[src/rtl/pw_pkg.sv]
`timescale 1ns/1ps
package pw_pkg;
    localparam int PIN_W  = 8;
    localparam int NPORT  = 2;
    localparam int ADDR_W = 3;
    localparam int DATA_W = PIN_W;

    // per-group registers sit at 2*g (expected) and 2*g+1 (mask)
    localparam logic [ADDR_W-1:0] A_CTRL = ADDR_W'(2 * NPORT);
    localparam logic [ADDR_W-1:0] A_STAT = ADDR_W'(2 * NPORT + 1);

    localparam int CTRL_IRQ_BIT  = 0;
    localparam int CTRL_WAKE_BIT = 1;
    localparam int STAT_FLAG_BIT = 0;
    localparam int STAT_LVL_BIT  = 1;

    typedef logic [PIN_W-1:0] pin_vec_t;

    typedef struct packed {
        pin_vec_t [NPORT-1:0] expect_lv;
        pin_vec_t [NPORT-1:0] mask;
        logic                 irq_en;
        logic                 wake_en;
    } cfg_t;

    typedef struct packed {
        cfg_t              cfg;
        logic [DATA_W-1:0] rdata;
    } regs_st_t;

    typedef struct packed {
        logic level;
        logic flag;
    } evt_st_t;
endpackage

[src/rtl/pw_sync.sv]
`timescale 1ns/1ps
module pw_sync #(
    parameter int WIDTH  = 16,
    parameter int STAGES = 2
) (
    input  logic             clk,
    input  logic             rst_n,
    input  logic [WIDTH-1:0] async_i,
    output logic [WIDTH-1:0] sync_o
);
    logic [STAGES-1:0][WIDTH-1:0] chain_d, chain_q;

    generate
        for (genvar s = 0; s < STAGES; s++) begin : g_stage
            if (s == 0) begin : g_first
                always_comb chain_d[s] = async_i;
            end else begin : g_next
                always_comb chain_d[s] = chain_q[s-1];
            end
        end
    endgenerate

    always_ff @(posedge clk or negedge rst_n) begin
        if (!rst_n) chain_q <= '0;
        else        chain_q <= chain_d;
    end

    assign sync_o = chain_q[STAGES-1];
endmodule

[src/rtl/pw_regs.sv]
`timescale 1ns/1ps
module pw_regs
    import pw_pkg::*;
(
    input  logic              clk,
    input  logic              rst_n,
    input  logic              wr_i,
    input  logic              rd_i,
    input  logic [ADDR_W-1:0] addr_i,
    input  logic [DATA_W-1:0] wdata_i,
    input  logic              level_i,
    input  logic              flag_i,
    output cfg_t              cfg_o,
    output logic [DATA_W-1:0] rdata_o,
    output logic              clr_o
);
    regs_st_t st_d, st_q;

    function automatic regs_st_t reset_state();
        regs_st_t r;
        r = '0;
        for (int g = 0; g < NPORT; g++) begin
            r.cfg.expect_lv[g] = '1;
            r.cfg.mask[g]      = '0;
        end
        return r;
    endfunction

    always_comb begin
        st_d  = st_q;
        clr_o = 1'b0;
        if (rd_i) begin
            st_d.rdata = '0;
            for (int g = 0; g < NPORT; g++) begin
                if (addr_i == ADDR_W'(2 * g))     st_d.rdata = st_q.cfg.expect_lv[g];
                if (addr_i == ADDR_W'(2 * g + 1)) st_d.rdata = st_q.cfg.mask[g];
            end
            if (addr_i == A_CTRL) begin
                st_d.rdata[CTRL_IRQ_BIT]  = st_q.cfg.irq_en;
                st_d.rdata[CTRL_WAKE_BIT] = st_q.cfg.wake_en;
            end
            if (addr_i == A_STAT) begin
                st_d.rdata[STAT_FLAG_BIT] = flag_i;
                st_d.rdata[STAT_LVL_BIT]  = level_i;
            end
        end
        if (wr_i) begin
            for (int g = 0; g < NPORT; g++) begin
                if (addr_i == ADDR_W'(2 * g))     st_d.cfg.expect_lv[g] = wdata_i;
                if (addr_i == ADDR_W'(2 * g + 1)) st_d.cfg.mask[g]      = wdata_i;
            end
            if (addr_i == A_CTRL) begin
                st_d.cfg.irq_en  = wdata_i[CTRL_IRQ_BIT];
                st_d.cfg.wake_en = wdata_i[CTRL_WAKE_BIT];
            end
            if (addr_i == A_STAT) clr_o = wdata_i[STAT_FLAG_BIT];
        end
    end

    always_ff @(posedge clk or negedge rst_n) begin
        if (!rst_n) st_q <= reset_state();
        else        st_q <= st_d;
    end

    assign cfg_o   = st_q.cfg;
    assign rdata_o = st_q.rdata;
endmodule

[src/rtl/pw_compare.sv]
`timescale 1ns/1ps
module pw_compare
    import pw_pkg::*;
(
    input  pin_vec_t [NPORT-1:0] pins_i,
    input  cfg_t                 cfg_i,
    output logic                 miss_o
);
    logic [NPORT-1:0] group_miss;

    generate
        for (genvar g = 0; g < NPORT; g++) begin : g_grp
            assign group_miss[g] = |((pins_i[g] ^ cfg_i.expect_lv[g]) & cfg_i.mask[g]);
        end
    endgenerate

    assign miss_o = |group_miss;
endmodule

[src/rtl/pw_event.sv]
`timescale 1ns/1ps
module pw_event
    import pw_pkg::*;
(
    input  logic clk,
    input  logic rst_n,
    input  logic miss_i,
    input  logic irq_en_i,
    input  logic clr_i,
    output logic level_o,
    output logic flag_o
);
    evt_st_t st_d, st_q;

    always_comb begin
        st_d       = st_q;
        st_d.level = miss_i;
        if (clr_i)                                  st_d.flag = 1'b0;
        else if (irq_en_i && miss_i && !st_q.level) st_d.flag = 1'b1;
    end

    always_ff @(posedge clk or negedge rst_n) begin
        if (!rst_n) st_q <= '0;
        else        st_q <= st_d;
    end

    assign level_o = st_q.level;
    assign flag_o  = st_q.flag;
endmodule

[src/rtl/pin_pattern_watch.sv]
`timescale 1ns/1ps
module pin_pattern_watch
    import pw_pkg::*;
(
    input  logic              clk,
    input  logic              rst_n,
    input  logic [PIN_W-1:0]  port_a_i,
    input  logic [PIN_W-1:0]  port_b_i,
    input  logic              bus_wr_i,
    input  logic              bus_rd_i,
    input  logic [ADDR_W-1:0] bus_addr_i,
    input  logic [DATA_W-1:0] bus_wdata_i,
    output logic [DATA_W-1:0] bus_rdata_o,
    output logic              mismatch_o,
    output logic              irq_o,
    output logic              wake_o
);
    localparam int SYNC_W = PIN_W * NPORT;

    logic [SYNC_W-1:0]    raw_pins, sync_pins;
    pin_vec_t [NPORT-1:0] pins;
    cfg_t                 cfg;
    logic                 miss_now, level, flag, clr;

    assign raw_pins = {port_b_i, port_a_i};
    assign pins     = sync_pins;

    pw_sync #(.WIDTH(SYNC_W), .STAGES(2)) u_sync (
        .clk(clk), .rst_n(rst_n), .async_i(raw_pins), .sync_o(sync_pins)
    );

    pw_regs u_regs (
        .clk(clk), .rst_n(rst_n), .wr_i(bus_wr_i), .rd_i(bus_rd_i),
        .addr_i(bus_addr_i), .wdata_i(bus_wdata_i), .level_i(level),
        .flag_i(flag), .cfg_o(cfg), .rdata_o(bus_rdata_o), .clr_o(clr)
    );

    pw_compare u_cmp (.pins_i(pins), .cfg_i(cfg), .miss_o(miss_now));

    pw_event u_evt (
        .clk(clk), .rst_n(rst_n), .miss_i(miss_now), .irq_en_i(cfg.irq_en),
        .clr_i(clr), .level_o(level), .flag_o(flag)
    );

    assign mismatch_o = level;
    assign irq_o      = flag;
    assign wake_o     = cfg.wake_en & miss_now;
endmodule

[config.mk]
export PLATFORM = sky130hd
export DESIGN_NAME = pin_pattern_watch
export DESIGN_NICKNAME = d
export VERILOG_FILES = /design/src/rtl/pw_pkg.sv /design/src/rtl/pw_sync.sv /design/src/rtl/pw_regs.sv /design/src/rtl/pw_compare.sv /design/src/rtl/pw_event.sv /design/src/rtl/pin_pattern_watch.sv
export SDC_FILE = /design/constraint.sdc
export NUM_CORES = 1
export LEC_CHECK = 0
export BUFFER_PORTS_ARGS = -buffer_cell sky130_fd_sc_hd__buf_4
export CORE_UTILIZATION = 30
export DETAILED_ROUTE_END_ITERATION = 8
export SLEW_MARGIN = 30
export SYNTH_ARGS = -nofsm -noshare
export SYNTH_HDL_FRONTEND = slang
export SYNTH_SLANG_ARGS = --single-unit
[constraint.sdc]
create_clock -name clk -period 1.95 [get_ports clk]
set_input_delay 0.0975 -clock clk [delete_from_list [all_inputs] [get_ports clk]]
set_output_delay 0.0975 -clock clk [all_outputs]
set_load 0.05 [all_outputs]
# Word level (Yosys, flattened, before mapping)
# Cells that the tools add are included.
[classes]
reduce_logical = 11
bitwise_logic = 5
n_eq_ne = 5
mux = 10
[ops]
columns = ["op", "count"]
rows = [
  ["8-bit 2-to-1 mux", 4],
  ["8-bit bitwise AND", 2],
  ["16-bit OR reduction", 1],
  ["8-bit XOR", 2],
  ["2-bit AND reduction", 5],
  ["3-bit by 2-bit equality test with 1-bit output (second input constant)", 2],
  ["3-bit equality test (second input constant)", 2],
  ["1-bit 2-to-1 mux", 4],
  ["2-bit 2-to-1 mux", 2],
  ["3-bit by 1-bit equality test with 1-bit output (second input constant)", 1],
  ["3-bit zero test", 1],
  ["1-bit logical AND", 2],
  ["2-bit nonzero test", 1],
  ["1-bit bitwise AND", 1],
  ["1-bit zero test", 1],
]
[word_totals]
in_bits = 31
out_inout_bits = 11
reg_bits = 76

# Logic depth before layout (Yosys ltp)
[depth]
word_depth = 7
mapped_depth = 7
mapped_depth_nobuf = 5

# Modules after synthesis
# Synthesis repeated with hierarchy kept, for this count alone.
[unflattened]
hier_cells = 188
area_unflattened_um2 = 3042.9
[modules_own_cells]
columns = ["mod", "instances", "area_each_um2", "seq_area_each_um2", "cells_per_inst"]
rows = [
  ["pw_regs", 1, 1946.9, 1071.0, 125],
  ["pw_sync", 1, 800.8, 800.8, 32],
  ["pw_compare", 1, 222.7, 0.0, 25],
  ["pw_event", 1, 66.3, 50.0, 5],
  ["pin_pattern_watch", 1, 6.3, 0.0, 1],
]

# Worst setup path after synthesis
# No wires, ideal clock.
[synth_path]
kind = "flip-flop to output port"
start = "register u_regs.st_q, in the netlist u_regs.cfg_o[28]"
end = "output port wake_o"
arrival_time_ns = 1.583
slack_ns = 0.270
t_required_ns = 1.852
path_stages_with_launch = 6
cell_sequence = "dfstp_2 xor2_1 a22oi_1 nand4_1 nor2_1 nor2b_1"
[synth_via]
elab_chain_len = 4
[synth_lines]
columns = ["element", "line", "source"]
rows = [
  ["start, declared", "pw_regs.sv:17", "regs_st_t st_d, st_q;"],
  ["start signal, assigned", "pw_regs.sv:61", "if (!rst_n) st_q <= reset_state();"],
  ["start signal, assigned", "pw_regs.sv:62", "else st_q <= st_d;"],
  ["8-bit XOR", "pw_compare.sv:13", "assign group_miss[g] = |((pins_i[g] ^ cfg_i.expect_lv[g]) & cfg_i.mask[g]);"],
  ["8-bit bitwise AND", "pw_compare.sv:13", ""],
  ["16-bit OR reduction", "pw_compare.sv:17", "assign miss_o = |group_miss;"],
  ["1-bit bitwise AND", "pin_pattern_watch.sv:47", "assign wake_o = cfg.wake_en & miss_now;"],
  ["end, declared", "pin_pattern_watch.sv:16", "output logic wake_o"],
]
# Every way passes these cells.

# Final worst setup path
# Ends and elaborated chain as after synthesis.

==> metrics.md <==
| Metric | Value |
|---|---|
| Net switching fraction of the power | 0.285 |
| Die area | about 11000 um2 |
| Starting utilization of the core area | 0.310 |
| Weighted congestion at the end of routability-driven global placement | 0.800 |
| First-pass GRT wire length | 9.77 mm |
| CP arrival | between 1.5 and 2 ns |
| Final critical-path share of the clock period | 0.942 |
| DRC violation count after routing | 0 |
| Gate power share | 0.211 |
| VDD IR-drop max | 0.314 mV |
| Type of destination of the critical path | output port |
| Detail-routed net length per standard cell | ~15 um |
| Outcome | completed |
| Final total negative setup slack | 0 ns |
| Count of final setup violators | 0 |
| Clk pwr share | 0.296 |
| Unrepaired setup endpoints after global routing | false |
| Number of synthesized flops with an enable pin | 0 |
| Count of cell types in the netlist | 28 |
| Number of iterations in the first detailed-routing pass | 4 |
| Top cells by area, synth | sky130_fd_sc_hd__dfrtp_1 (49%), sky130_fd_sc_hd__dfstp_2 (14%), sky130_fd_sc_hd__mux2_2 (13%) |
| Diodes inserted | 0 |
| # port buffers | 41 |
| Clock Pin Slew Worst Setup and Hold Paths | around 0.08 ns |
| Mapped Cells | 203 |
| Share of synthesized flip-flops with an asynchronous set or reset | 1.00 |
| Aggregate global-route resource usage | 0.128 |
| Buffer depth of the longest clock path | 2 |
| Initial antenna violation count | 0 |
| Final WL | 6.02 mm |
| Primary flip-flop cell chosen by synthesis mapping | sky130_fd_sc_hd__dfrtp_1 |
| Number of top-level pins | between 40 and 50 |
| Max Cap Violations | 0 |
| Max Clk Rate | roughly 540 MHz |
| Die X-Extent | approximately 100 um |
| Slew at the pin closest to its max-slew limit | between 0.5 and 0.6 ns |
| Post-Syn Nets | between 200 and 250 |
| Max-slew headroom | 0.624 |
| Via count | around 1800 |
| Sinks on Clock Net | 76 |
| Clock skew | approximately 0.013 ns |
| CTS Root Cell | sky130_fd_sc_hd__clkbuf_8 |
| Post-synth design cell area | 3040 um2 |
| Most common cell after layout, fill and taps aside | sky130_fd_sc_hd__dfrtp_1 |
| Inserted Clock Buffers | 9 |
| Largest fanout of any net on the critical path | 3 |
| Maximum cell stage delay along the critical path | around 0.55 ns |
| Fraction of final layout cells sized beyond drive strength 1 | 0.435 |
| Area of the placeable core | between 9000 and 10000 um2 |
| Crit path launch type | flop |
| Fill cell total of the finished layout | about 1000 |
| Net switching power figure | approximately 1.2 mW |
| Pwr per Cell Area | between 1000 and 1500 nW/um2 |
| Type of the worst setup path | reg -> out |
| Sequential area share after synthesis | 0.632 |
| Top library cells by usage in the layout, fill and taps aside | sky130_fd_sc_hd__dfrtp_1 (60), sky130_fd_sc_hd__buf_4 (42), sky130_fd_sc_hd__mux2_2 (34), sky130_fd_sc_hd__dlygate4sd3_1 (22) |
| Average size of a mapped cell | 15.0 um2 |
| Detailed placement HPWL | about 4.1 mm |
| Data required time of the critical path | approximately 1.9 ns |
| Synth top area share | 0.494 |
| Largest delay share family, worst path | flip-flops |
| Maximum level of the CTS H-tree | 3 |
| Class of the tightest hold or removal check | in -> reg |
| Time the worst path needs with I/O delays and setup | 1.84 ns |
| Total buffers and inverters traversed by the critical path | 1 |
| Final count of hold timing violations | 0 |
| Internal power consumption | 2.95 mW |
| Std cell rows | 36 |
| Final #Nets | 304 |
| Vertical die dimension | between 100 and 150 um |
| Area Overhead vs Synth | 29.4% |
| Register bit count reported by yosys | 76 |
| Area of combinational cells with multiple inputs | between 1000 and 1500 um2 |
| Post-DR vias/cell | ~4.5 |
| Cell-by-cell listing of the critical path | xor2_1 -> a22oi_2 -> nand4_1 -> nor2_2 -> nor2b_1 -> buf_4 |
| Number of max-slew violations in the final report | 0 |
| Number of nets still failing antenna checks after routing | 0 |
| Worst-case hold slack | 0.0148 ns |
| Maximum number of pins on one net before global-route repair | 46 |
| Grt ovf | 0 |
| Drt initial violations | 79 |
| Area occupied by registers | around 1900 um2 |
| Leakage power of the design | between 1.5 and 2 nW |
| Clk_lat worst skew | around 0.36 ns |
| Sequential share of power | 0.493 |
| Library cell contributing the largest single delay on the critical path | sky130_fd_sc_hd__dfstp_2 |
| Yosys Warn Count | 0 |
| Top cell type by total area after synthesis | sky130_fd_sc_hd__dfrtp_1 |
| TritonCTS clock tree | done |
| Number of global-route vias before repair | ~1900 |
timing repair:
| item | 4_1_cts | 5_1_grt |
|---|---|---|
| gates resized for setup | 4 | 0 |
| endpoints found under the hold margin | 59 | 0 |
| pin swaps | 0 | 1 |
| hold buffers | 22 | 0 |
| buffers inserted | 0 | 1 |
| setup endpoints to repair | 1 | 1 |
routing by layer:
layer  track usage  wire length (um)
met2         0.197              2840
met1         0.168              2800
met4        0.0659               131
met5             0                 0
met3        0.0325               238
worst paths after layout:
path / start / to / slack, ns / cells after the start
hold reg to reg: u_sync.chain_d[30] / u_sync.sync_o[14] / 0.35 / 0
setup reg to reg: u_regs.cfg_o[28] / u_evt.flag_o / 0.48 / 6
max in group asynchronous: rst_n / u_regs.cfg_o[30] / 1.09 / 3
setup / recovery: u_regs.cfg_o[28] / wake_o / 0.11 / 6
hold / removal: bus_wdata_i[6] / u_regs.cfg_o[32] / 0.01 / 2
min in group asynchronous: rst_n / u_sync.chain_d[16] / 0.21 / 2
synthesized netlist by cell type, types with 2 or more instances:
library cell / instances
sky130_fd_sc_hd__a22oi_1: 8
sky130_fd_sc_hd__a2bb2oi_1: 2
sky130_fd_sc_hd__and3b_1: 4
sky130_fd_sc_hd__buf_6: 3
sky130_fd_sc_hd__dfrtp_1: 60
sky130_fd_sc_hd__dfstp_2: 16
sky130_fd_sc_hd__inv_1: 15
sky130_fd_sc_hd__mux2_2: 34
sky130_fd_sc_hd__mux2i_1: 2
sky130_fd_sc_hd__mux4_2: 6
sky130_fd_sc_hd__nand2_1: 5
sky130_fd_sc_hd__nand4_1: 3
sky130_fd_sc_hd__nor2b_1: 3
sky130_fd_sc_hd__o211ai_1: 4
sky130_fd_sc_hd__o21ai_0: 5
sky130_fd_sc_hd__o22ai_1: 6
sky130_fd_sc_hd__xor2_1: 16
power groups by stage:
stage | Clock (mW) | Combinational [mW] | Sequential, mW
after floorplan | 0 | 0.432 | 2.15
after global placement | 0 | 0.814 | 2.05
after detailed placement | 0 | 0.824 | 2.06
after CTS | 1.27 | 0.878 | 2.04
after global routing | 1.33 | 0.950 | 2.07
final | 1.22 | 0.870 | 2.04
final cells by class:
| class | count | area share |
|---|---|---|
| clock buffer | 13 | 0.0404 |
| clock inverter | 3 | 0.0114 |
| inverter | 15 | 0.0143 |
| multi-input combinational | 106 | 0.262 |
| sequential | 76 | 0.488 |
| tap | 133 | 0.0423 |
| timing repair buffer | 65 | 0.141 |
cell families after synthesis:
kind of cell	count (synthesis)	share of synthesized area
flops	76	0.632
buf+inv	21	0.0350
xor+xnor	16	0.0461
simple gates	23	0.0543
mux	42	0.177
compound gates	25	0.0559
flip-flops by register name, indices dropped and copies added, names as in the netlist:
signal,cells
u_evt.level_o,1
u_sync.chain_d,16
u_evt.flag_o,1
u_sync.sync_o,16
u_regs.cfg_o,34
u_regs.rdata_o,8
stage by stage:
step                std cells  setup WS [ns]  utilization  instance area (um2)  power [mW]
detailed placement        372          0.317        0.355                 3490        2.89
global placement          372          0.353        0.355                 3490        2.87
CTS                       410         0.0285        0.400                 3930        4.18
finish                    411          0.113        0.401                 3940        4.13
global route              411        0.00948        0.401                 3940        4.35
floorplan                 203          0.270            -                 3040        2.58
No activity file was read; power rests on OpenSTA's default activity.
